--- src/rtl/rtc_seq_pkg.sv ---
`timescale 1ns/1ps
package rtc_seq_pkg;
   localparam int NIB_W      = 4;
   localparam int FLD_W      = 8;
   localparam int NUM_FIELDS = 7;
   localparam int NUM_STEPS  = 13;
   localparam int STEP_W     = 4;
   localparam int FIELD_W    = 3;

   localparam logic [NIB_W-1:0] A_CTL       = 4'hE;
   localparam logic [NIB_W-1:0] A_INTV      = 4'h7;
   localparam logic [NIB_W-1:0] CTL_MODE24  = 4'h4;
   localparam logic [NIB_W-1:0] CTL_RESTART = 4'h7;
   localparam logic [NIB_W-1:0] INTV_OFF    = 4'h0;
   localparam int B_BUSY = 0;
   localparam int B_STOP = 1;

   typedef enum logic [3:0] {
      ST_IDLE, ST_CTL_WR, ST_CTL_RD, ST_GAP, ST_XFER,
      ST_CHK_RD, ST_INT_WR, ST_ADJ_WR, ST_POLL_RD, ST_TAIL
   } seq_state_t;

   typedef enum logic [1:0] {OP_READ, OP_WRITE, OP_CHECK} seq_op_t;

   typedef struct packed {
      logic [NIB_W-1:0]   addr;
      logic               tens;
      logic [FIELD_W-1:0] field;
      logic               last;
   } step_info_t;
endpackage

--- src/rtl/rtc_seq_plan.sv ---
`timescale 1ns/1ps
module rtc_seq_plan
   import rtc_seq_pkg::*;
(
   input  logic [STEP_W-1:0] step,
   output step_info_t        info
);
   logic [FIELD_W-1:0] fld;
   logic               hi;
   logic [NIB_W-1:0]   base;

   always_comb begin
      if (step < STEP_W'(NUM_STEPS - 1)) begin
         fld = step[3:1];
         hi  = step[0];
      end else begin
         fld = FIELD_W'(NUM_FIELDS - 1);
         hi  = 1'b0;
      end
      case (fld)
         3'd0:    base = 4'h0;
         3'd1:    base = 4'h2;
         3'd2:    base = 4'h4;
         3'd3:    base = 4'h8;
         3'd4:    base = 4'hA;
         3'd5:    base = 4'hC;
         default: base = 4'h6;
      endcase
      info.addr  = base | {3'b000, hi};
      info.tens  = hi;
      info.field = fld;
      info.last  = (step == STEP_W'(NUM_STEPS - 1));
   end
endmodule

--- src/rtl/rtc_seq_timer.sv ---
`timescale 1ns/1ps
module rtc_seq_timer #(
   parameter int CYCLES = 140
) (
   input  logic clk,
   input  logic rst_n,
   input  logic start,
   output logic fin
);
   localparam int W = $clog2(CYCLES + 1);
   logic [W-1:0] cnt;

   always_ff @(posedge clk or negedge rst_n) begin
      if (!rst_n)          cnt <= '0;
      else if (start)      cnt <= W'(CYCLES);
      else if (cnt != '0)  cnt <= cnt - 1'b1;
   end

   assign fin = (cnt == W'(1));
endmodule

--- src/rtl/rtc_seq_retry.sv ---
`timescale 1ns/1ps
module rtc_seq_retry #(
   parameter int LIMIT = 4
) (
   input  logic clk,
   input  logic rst_n,
   input  logic clr,
   input  logic bump,
   output logic last
);
   localparam int W = (LIMIT > 1) ? $clog2(LIMIT) : 1;
   logic [W-1:0] cnt;

   always_ff @(posedge clk or negedge rst_n) begin
      if (!rst_n)     cnt <= '0;
      else if (clr)   cnt <= '0;
      else if (bump)  cnt <= cnt + 1'b1;
   end

   assign last = (cnt == W'(LIMIT - 1));
endmodule

--- src/rtl/rtc_seq_top.sv ---
`timescale 1ns/1ps
module rtc_seq_top
   import rtc_seq_pkg::*;
#(
   parameter int         CE_LOW_CYCLES = 140,
   parameter int         RETRY_LIMIT   = 4,
   parameter logic [7:0] DEF_DAY       = 8'h01,
   parameter logic [7:0] DEF_MON       = 8'h01
) (
   input  logic       clk,
   input  logic       rst_n,
   input  logic       start_read,
   input  logic       start_write,
   input  logic       start_check,
   input  logic [7:0] wr_sec,
   input  logic [7:0] wr_min,
   input  logic [7:0] wr_hour,
   input  logic [7:0] wr_day,
   input  logic [7:0] wr_mon,
   input  logic [7:0] wr_year,
   input  logic [3:0] wr_wday,
   output logic [7:0] rd_sec,
   output logic [7:0] rd_min,
   output logic [7:0] rd_hour,
   output logic [7:0] rd_day,
   output logic [7:0] rd_mon,
   output logic [7:0] rd_year,
   output logic [3:0] rd_wday,
   output logic       busy,
   output logic       done,
   output logic       op_error,
   output logic       reset_occurred,
   output logic       rtc_ce,
   output logic       bus_req,
   output logic       bus_we,
   output logic [3:0] bus_addr,
   output logic [3:0] bus_wdata,
   input  logic       bus_ack,
   input  logic [3:0] bus_rdata
);
   generate
      if (CE_LOW_CYCLES < 1) begin : g_bad_gap
         $error("CE_LOW_CYCLES must be at least 1");
      end
      if (RETRY_LIMIT < 1) begin : g_bad_retry
         $error("RETRY_LIMIT must be at least 1");
      end
      if (DEF_DAY[3:0] > 4'd9 || DEF_MON[3:0] > 4'd9) begin : g_bad_bcd
         $error("default date must be BCD");
      end
   endgenerate

   seq_state_t       state;
   seq_op_t          op;
   logic [STEP_W-1:0] step;
   logic             ce_q, done_q, err_q, rst_occ_q;
   logic [FLD_W-1:0] src [0:NUM_FIELDS-1];
   step_info_t       info;
   logic             tmr_start, tmr_fin;
   logic             rty_clr, rty_bump, rty_last;
   logic             any_start, cap;
   logic [FLD_W-1:0] sel;

   rtc_seq_plan u_plan (.step(step), .info(info));

   rtc_seq_timer #(.CYCLES(CE_LOW_CYCLES)) u_tmr (
      .clk(clk), .rst_n(rst_n), .start(tmr_start), .fin(tmr_fin));

   rtc_seq_retry #(.LIMIT(RETRY_LIMIT)) u_rty (
      .clk(clk), .rst_n(rst_n), .clr(rty_clr), .bump(rty_bump), .last(rty_last));

   assign any_start = start_read | start_write | start_check;
   assign sel       = src[info.field];
   assign cap       = (state == ST_XFER) && bus_ack && (op == OP_READ);

   // gap/tail timer and retry counter controls
   always_comb begin
      tmr_start = 1'b0;
      rty_bump  = 1'b0;
      rty_clr   = (state == ST_IDLE);
      if (bus_ack) begin
         case (state)
            ST_CTL_RD: begin
               tmr_start = bus_rdata[B_BUSY];
               rty_bump  = bus_rdata[B_BUSY];
            end
            ST_POLL_RD: begin
               tmr_start = bus_rdata[B_BUSY] && rty_last;
               rty_bump  = bus_rdata[B_BUSY];
            end
            ST_XFER:   tmr_start = info.last;
            ST_CHK_RD: tmr_start = !bus_rdata[B_STOP];
            default: ;
         endcase
      end
   end

   // request to the bus master
   always_comb begin
      bus_req   = 1'b0;
      bus_we    = 1'b0;
      bus_addr  = A_CTL;
      bus_wdata = '0;
      case (state)
         ST_CTL_WR: begin
            bus_req = 1'b1; bus_we = 1'b1; bus_wdata = CTL_MODE24;
         end
         ST_CTL_RD, ST_CHK_RD, ST_POLL_RD: bus_req = 1'b1;
         ST_INT_WR: begin
            bus_req = 1'b1; bus_we = 1'b1; bus_addr = A_INTV; bus_wdata = INTV_OFF;
         end
         ST_ADJ_WR: begin
            bus_req = 1'b1; bus_we = 1'b1; bus_wdata = CTL_RESTART;
         end
         ST_XFER: begin
            bus_req   = 1'b1;
            bus_we    = (op != OP_READ);
            bus_addr  = info.addr;
            bus_wdata = info.tens ? sel[7:4] : sel[3:0];
         end
         default: ;
      endcase
   end

   always_ff @(posedge clk or negedge rst_n) begin
      if (!rst_n) begin
         state     <= ST_IDLE;
         op        <= OP_READ;
         step      <= '0;
         ce_q      <= 1'b0;
         done_q    <= 1'b0;
         err_q     <= 1'b0;
         rst_occ_q <= 1'b0;
         for (int i = 0; i < NUM_FIELDS; i++) src[i] <= '0;
      end else begin
         done_q <= 1'b0;
         case (state)
            ST_IDLE: if (any_start) begin
               ce_q      <= 1'b1;
               err_q     <= 1'b0;
               rst_occ_q <= 1'b0;
               step      <= '0;
               src[0] <= start_check ? 8'h00   : wr_sec;
               src[1] <= start_check ? 8'h00   : wr_min;
               src[2] <= start_check ? 8'h00   : wr_hour;
               src[3] <= start_check ? DEF_DAY : wr_day;
               src[4] <= start_check ? DEF_MON : wr_mon;
               src[5] <= start_check ? 8'h00   : wr_year;
               src[6] <= start_check ? 8'h00   : {4'h0, wr_wday};
               if (start_check) begin
                  op    <= OP_CHECK;
                  state <= ST_CHK_RD;
               end else begin
                  op    <= start_write ? OP_WRITE : OP_READ;
                  state <= ST_CTL_WR;
               end
            end
            ST_CTL_WR: if (bus_ack) state <= ST_CTL_RD;
            ST_CTL_RD: if (bus_ack) begin
               if (!bus_rdata[B_BUSY]) begin
                  state <= ST_XFER;
               end else begin
                  ce_q  <= 1'b0;
                  err_q <= rty_last;
                  state <= rty_last ? ST_TAIL : ST_GAP;
               end
            end
            ST_GAP: if (tmr_fin) begin
               ce_q  <= 1'b1;
               state <= ST_CTL_WR;
            end
            ST_XFER: if (bus_ack) begin
               if (info.last) begin
                  ce_q      <= 1'b0;
                  rst_occ_q <= (op == OP_CHECK);
                  state     <= ST_TAIL;
               end else begin
                  step <= step + 1'b1;
               end
            end
            ST_CHK_RD: if (bus_ack) begin
               if (bus_rdata[B_STOP]) begin
                  state <= ST_INT_WR;
               end else begin
                  ce_q  <= 1'b0;
                  state <= ST_TAIL;
               end
            end
            ST_INT_WR: if (bus_ack) state <= ST_ADJ_WR;
            ST_ADJ_WR: if (bus_ack) state <= ST_POLL_RD;
            ST_POLL_RD: if (bus_ack) begin
               if (!bus_rdata[B_BUSY]) begin
                  state <= ST_XFER;
               end else if (rty_last) begin
                  ce_q  <= 1'b0;
                  err_q <= 1'b1;
                  state <= ST_TAIL;
               end
            end
            ST_TAIL: if (tmr_fin) begin
               done_q <= 1'b1;
               state  <= ST_IDLE;
            end
            default: state <= ST_IDLE;
         endcase
      end
   end

   // read capture, one register per field
   logic [FLD_W-1:0] fld_q [0:NUM_FIELDS-1];
   generate
      for (genvar f = 0; f < NUM_FIELDS; f++) begin : g_fld
         logic [FLD_W-1:0] q;
         always_ff @(posedge clk or negedge rst_n) begin
            if (!rst_n)
               q <= '0;
            else if (cap && info.field == FIELD_W'(f))
               q <= info.tens ? {bus_rdata, q[3:0]} : {4'h0, bus_rdata};
         end
         assign fld_q[f] = q;
      end
   endgenerate

   assign rd_sec         = fld_q[0];
   assign rd_min         = fld_q[1];
   assign rd_hour        = fld_q[2];
   assign rd_day         = fld_q[3];
   assign rd_mon         = fld_q[4];
   assign rd_year        = fld_q[5];
   assign rd_wday        = fld_q[6][3:0];
   assign busy           = (state != ST_IDLE);
   assign done           = done_q;
   assign op_error       = err_q;
   assign reset_occurred = rst_occ_q;
   assign rtc_ce         = ce_q;
endmodule

--- config.mk ---
export PLATFORM = sky130hd
export DESIGN_NAME = rtc_seq_top
export DESIGN_NICKNAME = d
export VERILOG_FILES = /design/src/rtl/rtc_seq_pkg.sv /design/src/rtl/rtc_seq_plan.sv /design/src/rtl/rtc_seq_timer.sv /design/src/rtl/rtc_seq_retry.sv /design/src/rtl/rtc_seq_top.sv
export SDC_FILE = /design/constraint.sdc
export NUM_CORES = 1
export LEC_CHECK = 0
export BUFFER_PORTS_ARGS = -buffer_cell sky130_fd_sc_hd__buf_4
export CAP_MARGIN = 20
export CORE_MARGIN = 3
export CORE_UTILIZATION = 55
export CTS_BUF_LIST = sky130_fd_sc_hd__clkbuf_4
export DETAILED_ROUTE_END_ITERATION = 10
export PLACE_DENSITY_LB_ADDON = 0.25
export SLEW_MARGIN = 20
export SYNTH_ARGS = -nofsm -noshare
export SYNTH_HDL_FRONTEND = slang
export SYNTH_HIERARCHICAL = 1
export SYNTH_SLANG_ARGS = --single-unit
--- constraint.sdc ---
create_clock -name clk -period 5.9 [get_ports clk]
set_input_delay 1.18 -clock clk [delete_from_list [all_inputs] [get_ports clk]]
set_output_delay 1.18 -clock clk [all_outputs]
set_load 0.01 [all_outputs]
; ---- Word-level counts from Yosys, hierarchy flattened
; Index checks and enable logic that the tools add are counted.
[totals]
register_bits = 132
input_bits = 62
out_inout_bits = 67
wordCells = 193
[op_classes]
addsub = 3
magnitude_cmp = 2
n_eq_ne = 36
n_mux = 80
bitwise_logic = 5
reduce_logical = 38
[op_table]
columns = cell, n
row1 = 8-bit two-way mux, 16
row2 = 4-bit two-way mux, 21
row3 = 4-bit one-hot mux with 10 select lines, 1
row4 = "2-bit != test, second input constant", 15
row5 = 1-bit two-way mux, 27
row6 = 8-bit binary-select mux with 3-bit select, 1
row7 = 4-bit one-hot mux with 6 select lines, 1
row8 = 12-bit AND reduction, 2
row9 = "4-bit by 3-bit == test with 1-bit output, second input constant", 4
row10 = 4-bit one-hot mux with 2 select lines, 2
row11 = 2-bit AND reduction, 8
row12 = "4-bit == test, second input constant", 3
row13 = 4-bit one-hot mux with 3 select lines, 1
row14 = 1-bit logical AND, 10
row15 = "3-bit == test, second input constant", 3
row16 = "4-bit by 2-bit == test with 1-bit output, second input constant", 2
row17 = "8-bit by 1-bit == test with 1-bit output, second input constant", 1
row18 = 4-bit AND reduction, 2
row19 = 2-bit nonzero test, 4
row20 = 8-bit nonzero test, 1
row21 = "8-bit by 1-bit subtractor with 8-bit output, second input constant", 1
row22 = 7-bit AND reduction, 1
row23 = 7-bit OR reduction, 1
row24 = "3-bit by 2-bit == test with 1-bit output, second input constant", 2
row25 = other kinds (28), 34

; ---- Logic depth before layout (Yosys ltp)
; Gate-level depths: netlist of the first run.
[logic_depth]
ltp_word = 8
mapped_depth = 9
depth_no_buf = 7

; ---- By module
; Netlist of the first run, hierarchy kept.
[by_module_without_submodules]
columns = mod, instances, cells_each, area_each_um2, seq_area_each_um2
row1 = rtc_seq_top, 1, 554, 5816.8, 2952.8
row2 = rtc_seq_timer, 1, 50, 525.5, 200.2
row3 = rtc_seq_plan, 1, 14, 88.8, 0.0
row4 = rtc_seq_retry, 1, 7, 88.8, 50.0

; ---- Worst setup path before layout of the first run
; No wires, ideal clock.
[synth_timing]
path_kind = register -> output
startpoint = register step[2]
endpoint = output bus_wdata[3]
t_arrival_ns = 2.063
required_ns = 4.720
slack_ns = 2.657
stages_incl_launch_ff = 7
n_path_buf = 3
cell_sequence = dfrtp_1 > clkbuf_1 > clkbuf_1 > buf_2 > mux4_2 > mux4_2 > and2_1
[synth_lines]
columns = item, line
row1 = from (decl), rtc_seq_top.sv:55  ; logic [STEP_W-1:0] step;
row2 = from (signal assigned), rtc_seq_top.sv:178  ; step <= step + 1'b1;
row3 = to (decl), rtc_seq_top.sv:37  ; output logic [3:0] bus_wdata,

==> metrics.cfg, run 1 <==
[run]
max_cap_viol_count = 0

[clock_network]
cts_buffers = 17
cts.sinks = 128
clkTransAtPathRegs_ns = 0.10
htreeDepth = 4
cts_resized = 0
cts_setup_buffers = 0
cts_tree = yes
cts_buffer_depth = 2
clkLatencyLatePin_ns = 0.53
clock-root-buffer = clkbuf_4
hold_buffers = 0

[sta]
slew_headroom_pct = 30.5
tightest_slew_ns = 1.04
final.setup.tns_ns = 0
hold_viol = 0
setup_violations = 0
grt_setup_unrepaired = false
fin_skew_ns = 0.0210
timing.final.ws_setup_ns = 1.27
maxSlewViolCount = 0
min_period_ns = 4.63
fmax_mhz = 216
post-route-period-util_pct = 78.4

[detailed_routing]
post_drt_wl_per_cell_um = 17.3
ant_nets = 0
routed_wirelength_um = 15400
firstDrtPassIters = 5
drtIter0Drc = 306
vias = 5074
vias_per_cell = 5.72
route.detailed.drc = 0

[synthesis]
synth_top_area_share_pct = 49.1
ys_seq_elements = 128
yosys-top-cells-count = dfrtp_1, nand2_1, nand3_1
synth_area_leader_cell = dfrtp_1
syn_nets = 692
yosys_warnings = 6
ys.flop_type = dfrtp_1
yosysMostFrequentCell = dfrtp_1
syn_inst = 625
synth_cell_type_count = 72
synth.avg_cell_area_sq_um = 10.4
netlist_top_cells_area = dfrtp_1, mux2_1, nand2_1
synth_seq_area_share_pct = 49.1
synth-edff-count = 0
synth-async-reset-ratio_pct = 100
synth_area_sq_um = 6520

[floorplan]
start_util_pct = 56.6
rows = 39
fp.dieH_um = 115
dieArea_sq_um = 13200
core_area_sq_um = 11500
die_x_um = 115
ios = 129

[critical_path]
cp_max_fo = 21
worstPathArrival_ns = 3.45
cp-start-kind = register
cp_cell_sequence = nand2_1, and2_1, mux4_2, mux4_2, and2_1, buf_4
max_stage_delay_ns = 0.82
worstRegToRegCells = 6
crit_type = reg -> out
crit_path_end_kind = primary output
critical_path_required_ns = 4.72
r2r_slack_ns = 2.98
critical_path.startpoint = step[3]
crit_family = simple AND/OR/NAND/NOR gates
rr_endpoint = u_tmr/cnt[4]
path_buf_inv = 1
slowest_stage = and2_1
r2r_start = step[3]

[grt]
gr-usage-all-layers_pct = 23.7
grt_pass1_wl_um = 24700
overflow = 0
grt_pass1_vias = 4949
grt_max_degree = 83
antenna_found_initial = 0

[power]
power_density_nw_per_um2 = 406
irDropWorstVdd_mv = 0.228
power.leakage_nw = 3.96

[place]
place_ws_ns = 1.79
io_buffers = 128
dpl.hpwl_um = 11300
routabilityCongestion = 0.857

[hold_path]
hold_start = src[3]
worstHoldPathCells = 2
whs_endpoint = src[3]
hold_path_class = reg -> reg

[layout]
nets = 798
layout-drive-gt1-share_pct = 26.9
fillers = 924
area_delta_synth_final_pct = 19.2
antennaDiodeCount = 0

[status]
status = completed

[report_power, final]
group | switching, W | internal [W] | leakage, nW | total [W]
logic | 0.000635 | 0.000527 | 2.10 | 0.00116
registers | 0.000242 | 0.00112 | 1.71 | 0.00136
clock network | 0.000333 | 0.000297 | 0.158 | 0.000631
[how the worst max path moves through the flow]
stage                     depth (start not counted)           end  slack [ns]
after global placement                            6  bus_wdata[3]        1.89
after detailed placement                          6  bus_wdata[3]        1.79
final                                             6  bus_wdata[3]        1.27
after global routing                              6  bus_wdata[3]        1.04
after floorplan                                   6  bus_wdata[3]        2.66
after CTS                                         6  bus_wdata[3]        1.19
[routing by layer]
metal	GRT usage, %	share of wire (%)	wire, um	vias up
met2	37.6	48	7450	160
met3	5.37	5.6	856	8
met1	33.5	45	6960	2500
li1	-	-	-	2406
met5	0	0	0	-
met4	5.87	0.78	120	0
[tightest hold or removal path, cell delays in order (launching register included)]
cell and delay (ns):
dfrtp_1 0.36, nand2_1 0.05, nand2_1 0.05
[state kept, by name (all words and copies together) (netlist names)]
name	count
rd_min	8
rd_sec	8
op	2
rd_year	8
rd_hour	8
rtc_ce	1
src	52
rd_day	8
done	1
rd_mon	8
u_rty/cnt	2
u_tmr/cnt	8
step	4
g_fld.q	4
op_error	1
reset_occurred	1
state	4
[layout by cell type (no fill, tap or decap), types with 4 or more instances in the layout]
| master | count |
|---|---|
| nand2_1 | 111 |
| o2bb2ai_1 | 5 |
| o22ai_1 | 4 |
| nor3_1 | 4 |
| nor2b_1 | 11 |
| nor2_1 | 29 |
| clkinv_2 | 5 |
| mux4_2 | 9 |
| buf_4 | 131 |
| mux2_1 | 55 |
| nand2b_1 | 11 |
| mux2i_1 | 16 |
| a31oi_1 | 4 |
| o21ai_1 | 7 |
| and2_1 | 5 |
| dfrtp_1 | 128 |
| o21ai_0 | 6 |
| nor3b_1 | 4 |
| and3_1 | 4 |
| or3_1 | 5 |
| nand3_1 | 58 |
| ha_1 | 5 |
| nor3_2 | 5 |
| clkbuf_4 | 18 |
| inv_1 | 13 |
| a21oi_1 | 14 |
[stage by stage]
stage	utilization (%)	instances	instance area [sq um]	total power (W)	hold slack [ns]
after floorplan	-	625	6520	0.00221	0.433
after global placement	64.7	854	7450	0.00246	0.447
after detailed placement	64.7	854	7450	0.00252	0.457
after CTS	67.3	886	7740	0.00315	0.483
after global routing	67.5	887	7770	0.00337	0.503
final	67.5	887	7770	0.00315	0.481
[cells by family after synthesis]
| kind of cell | after synthesis | share of synthesized area [%] |
|---|---|---|
| compound gates | 71 | 7.60 |
| xor+xnor | 5 | 0.672 |
| simple gates | 271 | 21.1 |
| buf+inv | 61 | 4.72 |
| flops | 128 | 49.1 |
| mux | 84 | 15.8 |
| fa+ha+maj | 5 | 0.960 |
[layout make-up]
class                   instances  area, sq um  share of cell area, %
inverters                      15         61.3                  0.789
clock inverters                14          164                   2.11
well taps                     143          179                   2.30
repair buffers                133         1010                   13.1
clock buffers                  18          135                   1.74
flip-flops and latches        128         3200                   41.2
multi-input cells             436         3010                   38.8
No activity file was read; power rests on OpenSTA's default activity.
==> run 2: changes to the inputs <==
ABC_AREA = 1   (was not set)
clock period = 4.3 ns   (was 5.9 ns; I/O delays follow)
==> run 2 against run 1 <==
  * Design area rose by 0.27%
  * Largest power group unchanged
  * Flip-flop and latch count stayed put
  * Critical endpoint unchanged
  * Sequential share of layout area decreased by 0.11 points
  * Setup slack got worse by 0.84 ns
  * Clock power increased by 46%
  * Synthesized cell count rose by 34%
  * Clock-buffer cell count shrank 1
  * Sequential power is 34% higher
  * Critical path depth rose by 6
==> metrics.cfg, run 2 <==
[synthesis]
syn_nets = 902
synth_fa_ha_area_share_pct = 0.976
ys_seq_elements = 128
synth_cell_type_count = 36
synth.avg_cell_area_sq_um = 7.68
syn_inst = 835
yosys_warnings = 6
synth_top_area_share_pct = 50.0
yosys-top-cells-count = nand2_1, dfrtp_1, o21ai_0
synth_area_sq_um = 6410
synth_seq_area_share_pct = 50.0
synth_top_family_by_area = simple AND/OR/NAND/NOR gates
synth-async-reset-ratio_pct = 100
yosysMostFrequentCell = nand2_1
synth_simple_gate_area_share_pct = 32.1
synth-xor-area-share_pct = 0.410
synth_compound_area_share_pct = 10.6
netlist_top_cells_area = dfrtp_1, nand2_1, o21ai_0
muxShareOfSynthArea_pct = 0
ys.flop_type = dfrtp_1
synth-edff-count = 0
synth_area_leader_cell = dfrtp_1

[sta]
tightest_slew_ns = 0.827
slew_headroom_pct = 44.8
grt_setup_unrepaired = false
setup_violations = 0
timing.final.ws_setup_ns = 0.434
fin_skew_ns = 0.0258
fmax_mhz = 259
post-route-period-util_pct = 89.9
min_period_ns = 3.87
hold_viol = 0
maxSlewViolCount = 0
final.setup.tns_ns = 0

[floorplan]
rows = 38
die_x_um = 114
start_util_pct = 57.6
core_area_sq_um = 11100
dieArea_sq_um = 13000
fp.dieH_um = 114
ios = 129

[critical_path]
r2r_slack_ns = 1.76
cp_max_fo = 26
crit_type = reg -> out
worstPathArrival_ns = 3.01
rr_endpoint = rd_mon[3]
cp-start-kind = register
crit_path_end_kind = primary output
r2r_start = step[2]
worstRegToRegCells = 10
critical_path_required_ns = 3.44

[clock_network]
htreeDepth = 4
cts_buffers = 17
cts_setup_buffers = 0
clkTransAtPathRegs_ns = 0.15
cts.sinks = 128
clkLatencyLatePin_ns = 0.53
cts_resized = 0
clock-root-buffer = clkbuf_4
hold_buffers = 0
cts_buffer_depth = 2
cts_tree = yes

[place]
dpl.hpwl_um = 11900
place_ws_ns = 1.05
routabilityCongestion = 0.989
dp.cells = 1081
dpl-instance-area_sq_um = 7470
io_buffers = 128

[layout]
largest_reg_flops = 52
instances_no_fill = 1113
area_delta_synth_final_pct = 21.5
layout-drive-gt1-share_pct = 22.3
nets = 1027
fillers = 938
final_cell_mix = nand2_1, buf_4, dfrtp_1
final_area_sq_um = 7790
final_common_cell = nand2_1
antennaDiodeCount = 0
regMostFlops = src

[detailed_routing]
vias_per_cell = 5.31
firstDrtPassIters = 5
vias = 5913
routed_wirelength_um = 16100
drtIter0Drc = 671
top_layer_used = met4
wl_met2_um = 7240
met3WireLength_um = 1060
wl_met1_um = 7600
route.detailed.drc = 0
ant_nets = 0
post_drt_wl_per_cell_um = 14.5

[power]
power_frac_seq_pct = 40.9
p_int_w = 0.00254
switchingPower_w = 0.00192
p_total_w = 0.00446
p_comb_share_pct = 38.5
switching_share_pct = 43.0
power.leakage_nw = 4.02
power.clock.fraction_pct = 20.6
irDropWorstVdd_mv = 0.340
power_density_nw_per_um2 = 572

[grt]
grt_pass1_vias = 5430
grt_max_degree = 92
overflow = 0
grt_pass1_wl_um = 26800
gr-usage-all-layers_pct = 25.9
antenna_found_initial = 0

[hold_path]
hold_path_class = in -> async

[run]
max_cap_viol_count = 0

[status]
status = completed

[run 2: cell count changes after synthesis, sizes merged, moves of 7 or more]
cell    before  now
o21ai       13  120
mux2        59    0
nand2      112  344
buf         25    7
or3          7    0
mux4         9    0
nand2b      12    0
nor2        30   64
nor2b       12    0
inv         13   64
mux2i       16    0
[run 2: critical path, stage by stage, from the launching register on]
cell     delay [ns]
dfrtp_1        0.75
nand2_1        0.20
inv_1          0.11
nor2_1         0.06
buf_4          0.21
nor2_1         0.30
nand2_1        0.18
nor2_1         0.12
a21oi_1        0.04
nand2_1        0.07
nand2_1        0.05
a21oi_1        0.23
buf_4          0.18
[run 2: logic make-up (layout without fill, tap and decap cells)]
logic type,Yosys count,in the layout
buffers and inverters,91,229
AOI/OAI and AO/OA,133,133
xor gates and xnor gates,3,3
DFF,128,128
adders and majority gates,5,5
and+or+nand+nor,475,475
[run 2: power by group through the flow]
| stage | Sequential [W] | Clock (W) | Combinational (W) |
|---|---|---|---|
| 5_1_grt | 0.00186 | 0.000986 | 0.00196 |
| 3_3_place_gp | 0.00183 | 0 | 0.00168 |
| 6_report | 0.00182 | 0.000919 | 0.00171 |
| 2_1_floorplan | 0.00177 | 0 | 0.00124 |
| 4_1_cts | 0.00181 | 0.000932 | 0.00172 |
| 3_5_place_dp | 0.00183 | 0 | 0.00171 |
[run 2: cell type report]
cell class / instances / area, sq um / area share [%]
multi-input cells: 616 / 2830 / 36.3
clock buffers: 17 / 128 / 1.64
clock inverters: 15 / 191 / 2.46
flip-flops and latches: 128 / 3200 / 41.1
repair buffers: 132 / 1000 / 12.9
well taps: 140 / 175 / 2.25
inverters: 65 / 259 / 3.32
[run 2: through the flow]
stage | hold WS [ns] | utilization [%]
after floorplan | 0.446 | -
after global placement | 0.460 | 67.2
after detailed placement | 0.461 | 67.2
after CTS | 0.424 | 70.0
after global routing | 0.431 | 70.0
final | 0.400 | 70.0
[run 2: how the worst max path moves through the flow]
stage | from | end | cells past startpoint
after floorplan | step[2] | bus_wdata[0] | 13
after global placement | step[2] | bus_wdata[3] | 12
after detailed placement | step[2] | bus_wdata[3] | 12
after CTS | step[2] | bus_wdata[3] | 12
after global routing | step[2] | bus_wdata[0] | 12
final | step[2] | bus_wdata[3] | 12
[run 2: per-layer routing]
metal	global-route usage, %	vias up
met5	0	-
li1	-	2929
met4	6.81	0
met1	37.5	2747
met3	5.09	14
met2	40.1	223
